### src/rtl/cfg_addr_pkg.sv
package cfg_addr_pkg;
  localparam int unsigned WORD_W       = 32;
  localparam int unsigned BYTE_W       = 8;
  localparam int unsigned SLOT_W       = 5;
  localparam int unsigned FUNC_W       = 3;
  localparam int unsigned LOW_SLOT_MAX = 12;
  localparam int unsigned ADDR_SEL_OFS = 11;
  localparam int unsigned MAP_SEL_OFS  = 5;
  localparam logic [2:0]  CYC_CONFIG   = 3'b101;

  typedef enum logic {
    CYC_TYPE0 = 1'b0,
    CYC_TYPE1 = 1'b1
  } cyc_type_e;

  typedef struct packed {
    logic [WORD_W-1:0] addr;
    logic [WORD_W-1:0] map;
  } cfg_words_t;
endpackage

### src/rtl/cfg_rst_sync.sv
module cfg_rst_sync #(
  parameter int unsigned STAGES = 2
) (
  input  logic clk,
  input  logic arst_n,
  output logic srst_n
);
  logic [STAGES-1:0] sync_q;

  always_ff @(posedge clk or negedge arst_n) begin
    if (!arst_n) sync_q <= '0;
    else         sync_q <= {sync_q[STAGES-2:0], 1'b1};
  end

  assign srst_n = sync_q[STAGES-1];
endmodule

### src/rtl/cfg_arg_check.sv
module cfg_arg_check #(
  parameter int unsigned ARG_W  = 10,
  parameter int unsigned N_ARGS = 3
) (
  input  logic [N_ARGS-1:0][ARG_W-1:0] args,
  output logic                         illegal
);
  localparam int unsigned LIMIT_W = 8;
  logic [N_ARGS-1:0] over;

  for (genvar g = 0; g < N_ARGS; g++) begin : g_arg
    if (ARG_W > LIMIT_W) begin : g_wide
      assign over[g] = |args[g][ARG_W-1:LIMIT_W];
    end else begin : g_narrow
      assign over[g] = 1'b0;
    end
  end

  assign illegal = |over;
endmodule

### src/rtl/cfg_type0_enc.sv
module cfg_type0_enc
  import cfg_addr_pkg::*;
(
  input  logic [BYTE_W-1:0] devfn,
  input  logic [BYTE_W-1:0] offset,
  output cfg_words_t        words
);
  logic [SLOT_W-1:0] slot;
  logic [FUNC_W-1:0] func;
  logic [WORD_W-1:0] addr_sel;
  logic [WORD_W-1:0] map_sel;

  assign slot = devfn[BYTE_W-1:FUNC_W];
  assign func = devfn[FUNC_W-1:0];

  always_comb begin
    addr_sel = '0;
    map_sel  = '0;
    if (32'(slot) <= LOW_SLOT_MAX) addr_sel = WORD_W'(1) << (32'(slot) + ADDR_SEL_OFS);
    else                           map_sel  = WORD_W'(1) << (32'(slot) - MAP_SEL_OFS);
  end

  always_comb begin
    words.addr = (addr_sel | (WORD_W'(func) << BYTE_W)) + WORD_W'(offset);
    words.map  = map_sel | WORD_W'({CYC_CONFIG, CYC_TYPE0});
  end
endmodule

### src/rtl/cfg_type1_enc.sv
module cfg_type1_enc
  import cfg_addr_pkg::*;
(
  input  logic [BYTE_W-1:0] bus_num,
  input  logic [BYTE_W-1:0] devfn,
  input  logic [BYTE_W-1:0] offset,
  output cfg_words_t        words
);
  localparam int unsigned BUS_LSB = 2 * BYTE_W;

  always_comb begin
    words.addr = ((WORD_W'(bus_num) << BUS_LSB) | (WORD_W'(devfn) << BYTE_W))
                 + WORD_W'(offset);
    words.map  = WORD_W'({CYC_CONFIG, CYC_TYPE1});
  end
endmodule

### src/rtl/cfg_addr_gen.sv
module cfg_addr_gen
  import cfg_addr_pkg::*;
#(
  parameter int unsigned ARG_W = 10
) (
  input  logic             clk,
  input  logic             rst_n,
  input  logic             start,
  input  logic [ARG_W-1:0] bus_num,
  input  logic [ARG_W-1:0] devfn,
  input  logic [ARG_W-1:0] reg_off,
  output logic             done,
  output logic             arg_err,
  output logic [WORD_W-1:0] cfg_addr,
  output logic [WORD_W-1:0] map_word
);
  localparam int unsigned N_ARGS = 3;

  logic       srst_n;
  logic       illegal;
  cfg_words_t t0_words, t1_words, sel_words;
  cfg_words_t words_d, words_q;
  logic       err_d, err_q, done_d, done_q;
  logic [N_ARGS-1:0][ARG_W-1:0] arg_vec;

  cfg_rst_sync #(.STAGES(2)) u_rst (
    .clk(clk), .arst_n(rst_n), .srst_n(srst_n)
  );

  assign arg_vec = {reg_off, devfn, bus_num};

  cfg_arg_check #(.ARG_W(ARG_W), .N_ARGS(N_ARGS)) u_chk (
    .args(arg_vec), .illegal(illegal)
  );

  cfg_type0_enc u_t0 (
    .devfn(devfn[BYTE_W-1:0]), .offset(reg_off[BYTE_W-1:0]), .words(t0_words)
  );

  cfg_type1_enc u_t1 (
    .bus_num(bus_num[BYTE_W-1:0]), .devfn(devfn[BYTE_W-1:0]),
    .offset(reg_off[BYTE_W-1:0]), .words(t1_words)
  );

  always_comb begin
    sel_words = (bus_num[BYTE_W-1:0] == '0) ? t0_words : t1_words;
    done_d    = start;
    words_d   = words_q;
    err_d     = err_q;
    if (start) begin
      err_d   = illegal;
      words_d = illegal ? '0 : sel_words;
    end
  end

  always_ff @(posedge clk or negedge srst_n) begin
    if (!srst_n) begin
      words_q <= '0;
      err_q   <= 1'b0;
      done_q  <= 1'b0;
    end else begin
      done_q  <= done_d;
      if (start) begin
        words_q <= words_d;
        err_q   <= err_d;
      end
    end
  end

  assign done     = done_q;
  assign arg_err  = err_q;
  assign cfg_addr = words_q.addr;
  assign map_word = words_q.map;

  AST_DONE_AFTER_START: assert property (@(posedge clk) disable iff (!srst_n)
    start |=> done);
  AST_NO_SPURIOUS_DONE: assert property (@(posedge clk) disable iff (!srst_n)
    !start |=> !done);
  AST_CFG_TYPE_FIELD: assert property (@(posedge clk) disable iff (!srst_n)
    (done && !arg_err) |-> (map_word[3:1] == CYC_CONFIG));
  AST_TYPE_BY_BUS: assert property (@(posedge clk) disable iff (!srst_n)
    (done && !arg_err) |-> (map_word[0] == ($past(bus_num) != '0)));
  AST_ONE_SELECT: assert property (@(posedge clk) disable iff (!srst_n)
    (done && !arg_err && !map_word[0]) |->
      ($countones({cfg_addr[31:11], map_word[31:8]}) == 1));
  AST_TYPE1_FIELDS: assert property (@(posedge clk) disable iff (!srst_n)
    (done && !arg_err && map_word[0]) |->
      (cfg_addr[23:8] == {$past(bus_num[7:0]), $past(devfn[7:0])}));
  AST_OFFSET_LOW: assert property (@(posedge clk) disable iff (!srst_n)
    (done && !arg_err) |-> (cfg_addr[7:0] == $past(reg_off[7:0])));
  AST_ERR_ZERO: assert property (@(posedge clk) disable iff (!srst_n)
    arg_err |-> (cfg_addr == '0 && map_word == '0));
  AST_HOLD_IDLE: assert property (@(posedge clk) disable iff (!srst_n)
    !start |=> ($stable(cfg_addr) && $stable(map_word) && $stable(arg_err)));
endmodule

### config.mk
export PLATFORM = sky130hd
export DESIGN_NAME = cfg_addr_gen
export DESIGN_NICKNAME = d
export VERILOG_FILES = /design/src/rtl/cfg_addr_pkg.sv /design/src/rtl/cfg_rst_sync.sv /design/src/rtl/cfg_arg_check.sv /design/src/rtl/cfg_type0_enc.sv /design/src/rtl/cfg_type1_enc.sv /design/src/rtl/cfg_addr_gen.sv
export SDC_FILE = /design/constraint.sdc
export NUM_CORES = 1
export LEC_CHECK = 0
export ABC_AREA = 1
export BUFFER_PORTS_ARGS = -buffer_cell sky130_fd_sc_hd__buf_2
export CAP_MARGIN = 40
export CORE_ASPECT_RATIO = 0.9
export CORE_MARGIN = 4
export CORE_UTILIZATION = 48
export DETAILED_ROUTE_END_ITERATION = 10
export PLACE_DENSITY = 0.86
export SLEW_MARGIN = 10
export SYNTH_ARGS = -nofsm -noshare
export SYNTH_HDL_FRONTEND = slang
export SYNTH_SLANG_ARGS = --single-unit
### constraint.sdc
create_clock -name clk -period 2.18 [get_ports clk]
set_clock_uncertainty 0.15 [all_clocks]
set_input_delay 0.218 -clock clk [delete_from_list [all_inputs] [get_ports clk]]
set_output_delay 0.218 -clock clk [all_outputs]
set_load 0.02 [all_outputs]
# After elaboration in Yosys (flattened, before gate mapping)
# Cells that the tools add are included.
# totals
ramBits	0
elab_cells	20
out_inout_bits	66
register_bits	68
n_memories	0
rom_bits	0
in_bits	33
latch_bits	0
# classes
n_eq_ne	0
reduce_logical	2
bitwise_logic	2
shift	2
n_mux	4
magnitude_cmp	1
multipliers	0
n_addsub	4
n_div	0
# op_table
cell	n
two-way mux 64 bit	2
two-way mux 32 bit	2
<< shifter 1 x 32 -> 32 bit, first input constant	2
adder 32 x 8 -> 32 bit	1
bitwise OR 32 x 11 -> 32 bit	1
adder 24 x 8 -> 25 bit	1
bitwise OR 24 x 16 -> 24 bit	1
logical NOT 8 bit	1
adder 5 x 4 -> 6 bit, second input constant	1
OR reduction 6 bit	1
subtractor 5 x 3 -> 6 bit, second input constant	1
<= comparator 5 x 4 -> 1 bit, second input constant	1

# Logic depth before layout (Yosys ltp)
# logic_depth
depth_word	7
depth_mapped	20
ltp_nobuf	20

# Cells and area by module
# From an unflattened synthesis, not the netlist that was laid out.
# hier_totals
cells_unflattened	814
area_unflattened_um2	5620.4
# by_module_without_submodules
mod	n_inst	area_per_inst_um2	cells_each	seq_area_each_um2
cfg_addr_gen	1	3767.4	495	1651.6
cfg_type0_enc	1	1295.0	246	0.0
cfg_type1_enc	1	488.0	66	0.0
cfg_rst_sync	1	53.8	3	50.0
cfg_arg_check	1	16.3	4	0.0

# Worst setup path before layout
# No wires, ideal clock.
# synth_timing
path_type	input port to flip-flop
start	input port devfn[4]
end	register words_q (netlist bit cfg_addr[11])
path_stages	18
path_slack_ns	-0.261
required_time_ns	1.914
n_path_buf	0
arrival_time_ns	2.175
setup_time_ns	0.116
path_cell_list	inv_1 > ha_1 > inv_1 > nand2_1 > nand2_2 > nor2_4 > inv_2 > nor4_1 > ha_1 > a21oi_1 > o21a_1 > nand2_1 > nand3_2 > nand2_2 > nand3_1 > nand3_1 > nand2_1 > nand2_1
# synth_between
elab_chain_cells	7
word_cells_on_any_way	8
classes_between	2 x add/sub; 1 x order compare; 1 x shift; 3 x mux; 1 x bitwise
# synth_lines
item	line	text
start, declared	cfg_addr_gen.sv:10	input logic [ARG_W-1:0] devfn,
adder 5 x 4 -> 6 bit	cfg_type0_enc.sv:19	if (32'(slot) <= LOW_SLOT_MAX) addr_sel = WORD_W'(1) << (32'(slot) + ADDR_SEL_OFS);
<< shifter 1 x 32 -> 32 bit	cfg_type0_enc.sv:19	
two-way mux 32 bit (*)	cfg_type0_enc.sv:19	
bitwise OR 32 x 11 -> 32 bit (*)	cfg_type0_enc.sv:24	words.addr = (addr_sel | (WORD_W'(func) << BYTE_W)) + WORD_W'(offset);
adder 32 x 8 -> 32 bit (*)	cfg_type0_enc.sv:24	
two-way mux 64 bit (*)	cfg_addr_gen.sv:46	sel_words = (bus_num[BYTE_W-1:0] == '0) ? t0_words : t1_words;
two-way mux 64 bit (*)	cfg_addr_gen.sv:52	words_d = illegal ? '0 : sel_words;
end signal, assigned	cfg_addr_gen.sv:64	words_q <= words_d;
end, declared	cfg_addr_gen.sv:22	cfg_words_t words_d, words_q;
# Every way passes the cells marked *; elsewhere a longest branch is shown, timed or not.
# A chain may end at the register's enable or synchronous reset.

# Worst setup path in the final report
# layout_timing
start	input port devfn[3]
end	register words_q (netlist bit cfg_addr[8])
# The elaborated chain is that of the path after synthesis.

==> flow_metrics.tcl <==
set metrics [dict create \
    status "completed" \
    endpoint_kind "register" \
    area_growth_pct 39.0 \
    drt_wl_total_um 10800 \
    hold_path.class "input pin to register" \
    pin_count 99 \
    seqCellArea_mm2 0.00168 \
    htreeDepth 3 \
    worstPathArrival_ns 2.24 \
    netlist_area_mm2 0.00363 \
    p_seq_frac 0.458 \
    postSynthCellCount 441 \
    yosysSeqAreaShare 0.462 \
    fin_area_mm2 0.00504 \
    gr-usage-all-layers 0.238 \
    numCtsBuffers 9 \
    ys_types 38 \
    cp_slowest_cell "ha_1" \
    period_share 0.987 \
    cellLeakagePower_nw 2.63 \
    peakVddDrop_mv 0.406 \
    cts_tree "done" \
    switching_power_mw 0.751 \
    critical_path_buf_inv_count 6 \
    die_area_mm2 0.00901 \
    cts_max_path_buffers 2 \
    synth_area_leaders "dfrtp_1 46%, nand2_1 13%, ha_1 4.5%, o21ai_0 4.0%, o21ai_1 3.3%" \
    final_core_util 0.702 \
    clock_latency_ns 0.35 \
    die_width_um 99.6 \
    grt_pass1_wl_um 17200 \
    cts-root-buf "clkbuf_8" \
    period_needed_ns 2.15 \
    critical-path-top-delay-family "buffers and inverters" \
    rsz0062_at_grt "yes" \
    path_class "input pin to register" \
    synth_edf_count 0 \
    max_freq_mhz 465 \
    final_common_cell "nand2_1" \
    final_cell_mix "121 x nand2_1, 96 x buf_2, 66 x dfrtp_1" \
    setup_viol 0 \
    core-area_mm2 0.00718 \
    p_int_mw 1.98 \
    synth_top_area_frac 0.462 \
    nFillCells 576 \
    pwr-share-comb 0.154 \
    start_util 0.505 \
    portBuffers 98 \
    ys_async_sr_fraction 1.00 \
    multi_input_area_mm2 0.00187 \
    dpl_cell_area_mm2 0.00454 \
    gr-total-overflow 0 \
    wl_per_cell_um 15.6 \
    antenna_found_initial 0 \
    grt_max_degree 66 \
    required_ns 2.27 \
    num_vias 3686 \
    num_rows 29 \
    synth_largest_area_cell "dfrtp_1" \
    drc 0 \
    max_cap_violations 0 \
    synthFlopType "dfrtp_1" \
    drt_iter0_drc 251 \
    avgSynthCellArea_um2 8.22 \
    yosysWarningCount 0 \
    power_density_mw_per_mm2 542 \
    max_stage_delay_ns 0.27 \
    drive_gt1_frac 0.363 \
    die_y_um 90.5 \
    postRouteAntennaNets 0 \
    power_mw 2.73 \
    hpwl_um 7660 \
    crit_fanout 3 \
    synth-seq-cells 67 \
    gp_congestion 0.932 \
    cts_num_sinks 67 \
    nNetsFinal 640 \
    num_antenna_cells 0 \
    clock_power_share 0.388 \
    hold_violations 0 \
    finalMaxSlewViolations 0 \
    grt_pass1_vias 3687 \
    clk_pin_slew_ns 0.08 \
    via_per_inst 5.33 \
    worstSetupStartpointType "input pin" \
    path_cells "buf_4 -> inv_8 -> ha_4 -> inv_2 -> nand2_2 -> nand2_2 -> nor2_4 -> inv_4 -> buf_6 -> nor2_4 -> ha_1 -> a21oi_2 -> o211ai_1 -> buf_4 -> xnor2_2 -> nand2_1 -> o211ai_1 -> nand2_1" \
    dr.pass1.iters 4 \
    swShare 0.275 \
]
## synth_stat cells, types with 7 or more instances
| library cell | count |
|---|---|
| ha_1 | 13 |
| buf_2 | 7 |
| o31ai_1 | 7 |
| a21oi_1 | 13 |
| dfrtp_1 | 67 |
| o21ai_0 | 29 |
| nand3_1 | 19 |
| inv_2 | 7 |
| clkbuf_1 | 7 |
| nand2_1 | 125 |
| nand2_2 | 10 |
| inv_1 | 30 |
| o21ai_1 | 24 |
| nor2_1 | 26 |
## layer usage
| metal | routed length, µm | track usage |
|---|---|---|
| met5 | 0 | 0 |
| met4 | 227 | 0.0728 |
| met3 | 769 | 0.0656 |
| met2 | 5500 | 0.405 |
| met1 | 4310 | 0.292 |
## worst register-to-register path: stages (launching register included)
cell     delay [ns]
dfrtp_1        0.39
a22oi_1        0.18
o21ai_0        0.10
## path summary, 6_finish.rpt
| path | from | end | slack, ns | cells past startpoint |
|---|---|---|---|---|
| setup / recovery | devfn[3] | cfg_addr[8] | 0.03 | 18 |
| hold / removal | reg_off[3] | cfg_addr[3] | 0.01 | 3 |
| setup reg to reg | cfg_addr[23] | cfg_addr[23] | 1.25 | 2 |
| hold reg to reg | u_rst.sync_q[1] | map_word[23] | 0.12 | 1 |
| max in group asynchronous | rst_n | u_rst.sync_q[1] | 1.23 | 3 |
| min in group asynchronous | u_rst.sync_q[1] | map_word[23] | 0.12 | 1 |
## sequential cells by signal, summed over array words and instances (netlist names)
| name | flops |
|---|---|
| arg_err | 1 |
| cfg_addr | 32 |
| done | 1 |
| map_word | 31 |
| u_rst.sync_q | 2 |
## layout make-up
type                            instances  area share
Sequential cell                        67       0.333
Multi-Input combinational cell        321       0.370
Tap cell                               93      0.0231
Inverter                               38      0.0335
Timing Repair Buffer                  156       0.200
Clock inverter                          5      0.0122
Clock buffer                           11      0.0280
## metrics by stage
stage	hold slack [ns]	setup WS, ns	TNS (ns)	cells
floorplan	-0.228	-0.177	-0.735	445
global placement	-0.146	-0.294	-1.77	659
detailed placement	-0.145	-0.423	-2.42	659
CTS	0.00495	0.0133	0	683
global route	0.0159	-0.0662	-0.200	691
finish	0.0130	0.0278	0	691
## repair_timing
item,CTS,global route
endpoints found under the setup margin,3,6
buffers inserted,0,7
hold buffers,8,1
pin swaps,2,18
gates resized for setup,2,33
endpoints found under the hold margin,10,2
## power by group through the flow
| stage | clock (mW) | combinational (mW) | sequential, mW |
|---|---|---|---|
| CTS | 1.08 | 0.376 | 1.25 |
| finish | 1.06 | 0.422 | 1.25 |
| floorplan | 0 | 0.191 | 1.30 |
| global placement | 0 | 0.351 | 1.28 |
| detailed placement | 0 | 0.361 | 1.28 |
| global route | 1.14 | 0.460 | 1.25 |
## cells by family after synthesis
group / share of synthesized area
compound gates: 0.140
xor+xnor: 0.0121
fa+ha+maj: 0.0504
buf+inv: 0.0687
flops: 0.462
other cells: 0.00207
simple gates: 0.264
Note: power is estimated with default switching activity, not from simulation.
